### src/rtl/dual_addr_pkg.sv
package dual_addr_pkg;
  localparam int unsigned ADDR_W = 7;
  localparam int unsigned REG_W  = ADDR_W + 1;
  localparam int unsigned N_DEV  = 2;

  typedef struct packed {
    logic              en;
    logic [ADDR_W-1:0] addr;
  } dev_reg_t;
endpackage

### src/rtl/dual_addr_reg.sv
module dual_addr_reg
  import dual_addr_pkg::*;
(
  input  logic     clk_i,
  input  logic     rst_ni,
  input  logic     we_i,
  input  dev_reg_t wdata_i,
  output dev_reg_t q_o
);
  always_ff @(posedge clk_i or negedge rst_ni) begin
    if (!rst_ni)   q_o <= '0;
    else if (we_i) q_o <= wdata_i;
  end
endmodule

### src/rtl/dual_addr_cmp.sv
module dual_addr_cmp
  import dual_addr_pkg::*;
(
  input  dev_reg_t          reg_a_i,
  input  dev_reg_t          reg_b_i,
  input  logic              dual_mode_i,
  input  logic [ADDR_W-1:0] addr_i,
  output logic              hit_o,
  output logic              hit_b_o
);
  logic eq_a, eq_b;

  always_comb begin
    eq_a    = reg_a_i.en && (reg_a_i.addr == addr_i);
    eq_b    = dual_mode_i && reg_b_i.en && (reg_b_i.addr == addr_i);
    hit_o   = eq_a || eq_b;
    hit_b_o = eq_b && !eq_a;  // A wins on shared address
  end
endmodule

### src/rtl/dual_addr_filter.sv
module dual_addr_filter
  import dual_addr_pkg::*;
#(
  parameter int unsigned EP_SINGLE = 5,
  parameter int unsigned EP_A_DUAL = 3,
  parameter int unsigned EP_B_DUAL = 2,
  localparam int unsigned EP_W = $clog2(EP_SINGLE + 1)
) (
  input  logic              clk_i,
  input  logic              rst_ni,
  input  logic              sel_a_i,
  input  logic              sel_b_i,
  input  logic              reg_we_i,
  input  logic [REG_W-1:0]  reg_wdata_i,
  output logic [REG_W-1:0]  reg_rdata_o,
  input  logic              dual_mode_i,
  input  logic              tok_valid_i,
  input  logic [ADDR_W-1:0] tok_addr_i,
  output logic              match_o,
  output logic              dev_sel_o,
  output logic [EP_W-1:0]   ep_count_o
);
  dev_reg_t [N_DEV-1:0] regs_q;
  logic     [N_DEV-1:0] sel;
  logic hit, hit_b;
  logic [EP_W-1:0] ep_next;

  assign sel = {sel_b_i, sel_a_i};

  for (genvar d = 0; d < N_DEV; d++) begin : g_reg
    dual_addr_reg u_reg (
      .clk_i   (clk_i),
      .rst_ni  (rst_ni),
      .we_i    (reg_we_i && sel[d]),
      .wdata_i (dev_reg_t'(reg_wdata_i)),
      .q_o     (regs_q[d])
    );
  end

  always_comb begin
    if (sel_a_i)      reg_rdata_o = regs_q[0];
    else if (sel_b_i) reg_rdata_o = regs_q[1];
    else              reg_rdata_o = '0;
  end

  dual_addr_cmp u_cmp (
    .reg_a_i     (regs_q[0]),
    .reg_b_i     (regs_q[1]),
    .dual_mode_i (dual_mode_i),
    .addr_i      (tok_addr_i),
    .hit_o       (hit),
    .hit_b_o     (hit_b)
  );

  always_comb begin
    if (!dual_mode_i) ep_next = EP_W'(EP_SINGLE);
    else if (hit_b)   ep_next = EP_W'(EP_B_DUAL);
    else              ep_next = EP_W'(EP_A_DUAL);
  end

  always_ff @(posedge clk_i or negedge rst_ni) begin
    if (!rst_ni) begin
      match_o    <= 1'b0;
      dev_sel_o  <= 1'b0;
      ep_count_o <= '0;
    end else if (tok_valid_i && hit) begin
      match_o    <= 1'b1;
      dev_sel_o  <= hit_b;
      ep_count_o <= ep_next;
    end else begin
      match_o    <= 1'b0;
      dev_sel_o  <= 1'b0;
      ep_count_o <= '0;
    end
  end

  // a match needs a valid token one cycle earlier
  assert_match_needs_token_R9: assert property (@(posedge clk_i) disable iff (!rst_ni)
    match_o |-> $past(tok_valid_i));

  // the matched device was enabled
  assert_match_enabled_R3: assert property (@(posedge clk_i) disable iff (!rst_ni)
    match_o |-> (dev_sel_o ? $past(regs_q[1].en) : $past(regs_q[0].en)));

  // no device B match in single-device mode
  assert_no_b_single_R7: assert property (@(posedge clk_i) disable iff (!rst_ni)
    (match_o && dev_sel_o) |-> $past(dual_mode_i));

  // B never wins when A would have matched
  assert_a_priority_R6: assert property (@(posedge clk_i) disable iff (!rst_ni)
    (match_o && dev_sel_o) |-> !($past(regs_q[0].en) && $past(regs_q[0].addr) == $past(tok_addr_i)));

  // a match carries a nonzero endpoint count, no match carries zero
  assert_ep_count_R8: assert property (@(posedge clk_i) disable iff (!rst_ni)
    match_o == (ep_count_o != '0));
endmodule

### config.mk
export PLATFORM = sky130hd
export DESIGN_NAME = dual_addr_filter
export DESIGN_NICKNAME = d
export VERILOG_FILES = /design/src/rtl/dual_addr_pkg.sv /design/src/rtl/dual_addr_reg.sv /design/src/rtl/dual_addr_cmp.sv /design/src/rtl/dual_addr_filter.sv
export SDC_FILE = /design/constraint.sdc
export NUM_CORES = 1
export LEC_CHECK = 0
export ABC_AREA = 1
export CORE_MARGIN = 3
export CORE_UTILIZATION = 30
export DETAILED_ROUTE_END_ITERATION = 8
export SKIP_LAST_GASP = 1
export SLEW_MARGIN = 20
export SYNTH_ARGS = -nofsm -noshare
export SYNTH_HDL_FRONTEND = slang
export SYNTH_SLANG_ARGS = --single-unit
### constraint.sdc
create_clock -name clk_i -period 3.15 [get_ports clk_i]
set_input_delay 0.63 -clock clk_i [delete_from_list [all_inputs] [get_ports clk_i]]
set_output_delay 0.63 -clock clk_i [all_outputs]
set_load 0.03 [all_outputs]
==> out/results.tsv, run 1 <==
metric	value	unit
Worst-Skew Late Latency	0.26	ns
hold slack final	0.494	ns
pre-CTS setup slack	0.189	ns
drt pass-1 iters	4	
Nets	214	
Internal Power	0.000462	W
Arr. time, crit path	2.34	ns
Routed Antenna Nets	0	
CTS tree	built	
Final period util	94.2	%
yosys warns	0	
Synth cell types	19	
WHS Path Cells	2	
crit path cell chain	clkdlybuf4s50_1, inv_1, nand3_1, o21ai_0, clkdlybuf4s50_1	
sequential power share	47.3	%
Filler Cells Inserted	381	
number of flops mapped to enable cells by yosys	0	
Starting DRT DRC Count	90	
worst r2r path cells	7	
Rows	21	
RSZ-0062 raised after global routing	no	
Least-Margin Pin Slew	0.951	ns
buffer count from post-CTS setup fixing	0	
htree depth	1	
initial core utilization	32.6	%
die height	67.6	um
vias in the first global route	995	
Placer Congestion	0.815	
f_max	337	MHz
worst path bufs/invs	3	
Lkg Pwr	0.773	nW
Critical Path Max Stage Delay	0.70	ns
first-pass GRT wire length	4400	um
share of layout cells above drive strength 1	5.24	%
Total GRT Usage	12.7	%
syn_area_per_cell	7.25	sq um
Final WS setup	0.183	ns
total wire length	2630	um
Post-synth ARST share	100	%
combinational fraction of design power	26.3	%
area leader, netlist	dfrtp_1	
clock share of power	26.4	%
Placed Area	1510	sq um
Ant. Diodes	0	
Hold Fails Final Rpt	0	
Top cell by count, worst path	clkdlybuf4s50_1	
GR Overflow Total	0	
PortBufs	34	
I/O pin cnt	35	
dpl hpwl	2010	um
Die ar.	4570	sq um
die width	67.6	um
Mapped Area	1140	sq um
P_sw	0.000212	W
final slew viol count	0	
most frequent cell after synthesis	nand2_1	
Worst Path Required	2.52	ns
Pwr per Cell Area	434	nW/um^2
clk root buf	clkbuf_8	
CTS max path bufs	2	
flop2flop setup slack	1.98	ns
most frequent cells after synthesis	nand2_1 (49), inv_1 (29), o21ai_0 (23)	
dominant synthesized flop cell	dfrtp_1	
fin crit period	2.97	ns
Slowest-stage cell, CP	clkdlybuf4s50_1	
final setup TNS	0	ns
final non-filler cell area	1550	sq um
HP Class	flop to flop	
Worst Setup Start Kind	primary input	
Worst Clk Skew	0.00330	ns
Max VDD drop	194	uV
Core ar.	3490	sq um
Hold-fix buffers, CTS	0	
Via density	4.54	
fraction of power spent switching nets	31.5	%
delay-heaviest family, CP	buffers and inverters	
total of max-cap violations	0	
CTS Buf Count	3	
status	finished, final reports clean	
Area Overhead vs Synth	36.5	%
Gates resized, CTS repair	0	
crit end category	output port	
synth top area cells	dfrtp_1 (46%), nand2_1 (16%), o21ai_0 (10%), inv_1 (9.6%), nand3_1 (4.0%)	
antenna violations before repair	0	
syn_nets	179	
largest net degree at the start of global routing	22	
critical setup path kind	primary input to output port	
#FFs+latches synth	21	
CTS Sinks	21	
area share of the largest cell type after synthesis	46.2	%
register area share after synthesis	46.2	%
Worst path depth	5	
Worst Path Max Fanout	15	
via count	1075	
final-report setup violation count	0	
routed len/inst	11.1	um
Rel. slew slack	36.4	%
DRC Markers	0	
Clock Pin Slew Worst Setup and Hold Paths	0.08	ns
synthesized instance count	157	
-- metal layers --
layer  vias up  global-route usage (%)  part of all wire (%)
met5         -                       0                     0
met3         2                    2.50                   8.0
li1        546                       -                     -
met2        42                    19.4                    44
met4         0                    5.32                  0.42
met1       485                    17.3                    48
-- cells in the final DEF (no fill, tap or decap) --
cell type        instances
nand2_1                 49
clkdlybuf4s50_1         34
inv_1                   29
o21ai_0                 23
dfrtp_1                 21
nand3_1                  9
nor2_1                   6
xnor2_1                  3
a21oi_1                  3
clkbuf_8                 3
nand2_2                  2
nand4_1                  2
inv_2                    1
clkinv_1                 1
nor2_4                   1
nor2_2                   1
nand3_2                  1
nand3b_1                 1
clkinv_2                 1
-- worst min-delay path: cells and delay by family, from the launching register on --
kind	cells	cell delay, ns
AOI/OAI and AO/OA	1	0.05
and+or+nand+nor	1	0.05
DFF	1	0.36
-- metrics by stage --
step	power (W)	util, %	std cells
CTS	0.000680	44.5	237
global route	0.000723	44.5	237
detailed placement	0.000502	43.1	233
global placement	0.000499	43.1	233
finish	0.000674	44.5	237
floorplan	0.000424	-	157
-- worst paths after layout --
path	startpoint	to
worst max register to register	g_reg[0].u_reg.q_o[5]$_DFFE_PN0P_	ep_count_o[1]$_DFF_PN0_
min in group asynchronous	rst_ni	g_reg[0].u_reg.q_o[6]$_DFFE_PN0P_
worst min-delay path	g_reg[0].u_reg.q_o[5]$_DFFE_PN0P_	g_reg[0].u_reg.q_o[5]$_DFFE_PN0P_
worst min register to register	g_reg[0].u_reg.q_o[5]$_DFFE_PN0P_	g_reg[0].u_reg.q_o[5]$_DFFE_PN0P_
max in group asynchronous	rst_ni	g_reg[0].u_reg.q_o[7]$_DFFE_PN0P_
worst max-delay path	sel_a_i	reg_rdata_o[2]
-- power by group through the flow --
stage / clock network (W) / registers (W) / logic [W]
3_3_place_gp: 0 / 0.000323 / 0.000176
5_1_grt: 0.000198 / 0.000324 / 0.000200
2_1_floorplan: 0 / 0.000318 / 0.000106
6_report: 0.000178 / 0.000319 / 0.000177
3_5_place_dp: 0 / 0.000324 / 0.000178
4_1_cts: 0.000183 / 0.000319 / 0.000179
-- cell families (layout without fill, tap and decap cells) --
| family | Yosys count | count (layout) | share of synthesized area (%) |
|---|---|---|---|
| AND/OR/NAND/NOR | 72 | 72 | 27.4 |
| buffers and inverters | 35 | 69 | 12.7 |
| AO/OA/AOI/OAI | 26 | 26 | 11.4 |
| flip-flops | 21 | 21 | 46.2 |
| XOR/XNOR | 3 | 3 | 2.31 |
-- sequential cells by signal, summed over array words and instances (netlist names) --
name         flops
match_o          1
ep_count_o       3
dev_sel_o        1
g.u_reg.q_o     16
-- final cells by class --
class	instances	area (sq um)	area share (%)
multi-input cells	101	468	30.1
clock inverters	1	5.00	0.322
inverters	31	116	7.49
well taps	46	57.6	3.70
clock buffers	3	41.3	2.66
flip-flops and latches	21	526	33.8
repair buffers	34	340	21.9
Note: power is estimated with default switching activity, not from simulation.
==> run 2: changes to the inputs <==
MAX_ROUTING_LAYER = met4   (was unset)
SYNTH_HIERARCHICAL = 1   (was unset)
==> out/results.tsv, run 2 <==
metric	value	unit	change
via count	1159		was 1075
Worst Clk Skew	0.00474	ns	was 0.00330 ns
Routed Antenna Nets	0		unchanged
clk root buf	clkbuf_8		unchanged
syn_nets	213		was 179
Largest Register	g.u_reg/q_o		was g.u_reg.q_o
Hold-fix buffers, CTS	0		unchanged
Synth cell types	14		was 19
Hold Fails Final Rpt	0		unchanged
final-report setup violation count	0		unchanged
fin crit period	2.98	ns	was 2.97 ns
first-pass GRT wire length	4960	um	was 4400 um
synth top area cells	dfrtp_1 (43%), nand2_1 (34%), inv_1 (7.1%), nor2_1 (3.4%), nand3_1 (3.3%)		was dfrtp_1 (46%), nand2_1 (16%), o21ai_0 (10%), inv_1 (9.6%), nand3_1 (4.0%)
buffer count from post-CTS setup fixing	0		unchanged
#FFs+latches synth	21		unchanged
Die ar.	4880	sq um	was 4570 sq um
number of flops mapped to enable cells by yosys	0		unchanged
Lkg Pwr	0.924	nW	was 0.773 nW
die height	69.8	um	was 67.6 um
DRC Markers	0		unchanged
area leader, netlist	dfrtp_1		unchanged
Worst Path Required	2.52	ns	about the same
vias in the first global route	1029		was 995
Worst Path Max Fanout	10		was 15
pre-CTS setup slack	0.141	ns	was 0.189 ns
WHS Path Cells	2		unchanged
most frequent cells after synthesis	nand2_1 (110), inv_1 (23), dfrtp_1 (21)		was nand2_1 (49), inv_1 (29), o21ai_0 (23)
Total GRT Usage	13.3	%	was 12.7%
RSZ-0062 raised after global routing	no		unchanged
f_max	336	MHz	was 337 MHz
Rows	22		was 21
die width	69.8	um	was 67.6 um
Nets	248		was 214
Worst Setup Start Kind	primary input		unchanged
area share of the largest cell type after synthesis	43.0	%	was 46.2%
total wire length	2940	um	was 2630 um
Final period util	94.6	%	was 94.2%
largest net degree at the start of global routing	22		unchanged
Final WS setup	0.171	ns	was 0.183 ns
Pwr per Cell Area	421	nW/um^2	was 434 nW/um^2
fin util	42.8	%	was 44.5%
CTS tree	built		unchanged
Largest regs	g.u_reg/q_o (16), ep_count_o (3)		was g.u_reg.q_o (16), ep_count_o (3)
Worst-Skew Late Latency	0.26	ns	about the same
HP Class	flop to flop		unchanged
htree depth	1		unchanged
Placer Congestion	0.779		was 0.815
most frequent cells in the layout	nand2_1 (110), clkdlybuf4s50_1 (34), inv_1 (23)		was nand2_1 (49), clkdlybuf4s50_1 (34), inv_1 (29)
Starting DRT DRC Count	56		was 90
max FFs per register	16		unchanged
crit end category	output port		unchanged
I/O pin cnt	35		unchanged
critical setup path kind	primary input to output port		unchanged
status	finished, final reports clean		unchanged
Rel. slew slack	37.6	%	was 36.4%
initial core utilization	32.2	%	was 32.6%
Gates resized, CTS repair	0		unchanged
GR Overflow Total	0		unchanged
Least-Margin Pin Slew	0.933	ns	was 0.951 ns
commonest non-fill, non-tap cell in the layout	nand2_1		unchanged
Reg area	526	sq um	unchanged
antenna violations before repair	0		unchanged
dpl hpwl	2180	um	was 2010 um
dominant synthesized flop cell	dfrtp_1		unchanged
synthesized instance count	191		was 157
Mapped Area	1220	sq um	was 1140 sq um
syn_area_per_cell	6.40	sq um	was 7.25 sq um
total of max-cap violations	0		unchanged
Clock Pin Slew Worst Setup and Hold Paths	0.08	ns	about the same
register area share after synthesis	43.0	%	was 46.2%
PortBufs	34		unchanged
Post-synth ARST share	100	%	unchanged
final slew viol count	0		unchanged
Via density	4.25		was 4.54
drt pass-1 iters	4		unchanged
routed len/inst	10.8	um	was 11.1 um
share of layout cells above drive strength 1	6.67	%	was 5.24%
CTS max path bufs	2		unchanged
area of the multi-input gates	539	sq um	was 468 sq um
final setup TNS	0	ns	unchanged
Core ar.	3800	sq um	was 3490 sq um
Arr. time, crit path	2.35	ns	was 2.34 ns
yosys warns	6		was 0
CTS Sinks	21		unchanged
CTS Buf Count	3		unchanged
Max VDD drop	187	uV	was 194 uV
Area Overhead vs Synth	33.1	%	was 36.5%
worst r2r path cells	10		was 7
Filler Cells Inserted	420		was 381
most frequent cell after synthesis	nand2_1		unchanged
Ant. Diodes	0		unchanged
## run 2: cell types whose count changed in the layout (fill, tap and decap cells not counted), moves of 2 or more
cell / delta
o21ai_0: -23
xnor2_1: -2
a21oi_1: -2
inv_1: -6
nand2_1: +61
nor2_1: +5
inv_2: +7
nand4_1: -2
## run 2: worst max-delay path, cell delays in order
cell	delay (ns)
clkdlybuf4s50_1	0.62
inv_2	0.25
nand3_1	0.09
nand2_1	0.09
clkdlybuf4s50_1	0.67
## run 2: layout make-up
class | instances | share of cell area, %
multi-input combinational | 135 | 33.2
sequential | 21 | 32.3
timing repair buffer | 34 | 20.9
inverter | 31 | 7.15
tap | 48 | 3.69
clock buffer | 4 | 2.77
## run 2: cell families (layout without fill, tap and decap cells)
group | after synthesis | after routing | synth area share (%)
xor+xnor | 1 | 1 | 0.717
buf+inv | 35 | 69 | 12.9
simple gates | 132 | 132 | 42.3
compound gates | 2 | 2 | 1.13
flops | 21 | 21 | 43.0
## run 2: routing by layer
layer,global-route usage [%],up-vias,share of wire [%]
met5,-,-,0
met4,3.83,0,0.27
met3,3.48,2,8.7
met2,20.3,47,45
met1,17.4,489,46
li1,-,621,-
## run 2: where the power goes
group | leakage [nW] | total, W | switching, W | internal (W)
clock | 0.0228 | 0.000178 | 0.0000882 | 0.0000901
sequential | 0.268 | 0.000323 | 0.0000279 | 0.000295
combinational | 0.634 | 0.000183 | 0.000103 | 0.0000800
## run 2: path summary, 6_finish.rpt
check                                             startpoint                                end  slack [ns]
max                                                  sel_a_i                     reg_rdata_o[5]        0.17
min                        g_reg[1].u_reg/q_o[5]$_DFFE_PN0P_  g_reg[1].u_reg/q_o[5]$_DFFE_PN0P_        0.53
max reg2reg                g_reg[0].u_reg/q_o[4]$_DFFE_PN0P_            ep_count_o[0]$_DFF_PN0_        1.95
min reg2reg                g_reg[1].u_reg/q_o[5]$_DFFE_PN0P_  g_reg[1].u_reg/q_o[5]$_DFFE_PN0P_        0.53
max in group asynchronous                             rst_ni  g_reg[0].u_reg/q_o[5]$_DFFE_PN0P_        1.69
min in group asynchronous                             rst_ni  g_reg[0].u_reg/q_o[4]$_DFFE_PN0P_        0.89
## run 2: through the flow
| stage | total power [W] | instances | hold slack (ns) | instance area [sq um] |
|---|---|---|---|---|
| detailed placement | 0.000513 | 269 | 0.514 | 1580 |
| global route | 0.000735 | 273 | 0.560 | 1630 |
| global placement | 0.000513 | 269 | 0.494 | 1580 |
| CTS | 0.000692 | 273 | 0.534 | 1630 |
| finish | 0.000685 | 273 | 0.529 | 1630 |
| floorplan | 0.000435 | 191 | 0.334 | 1220 |
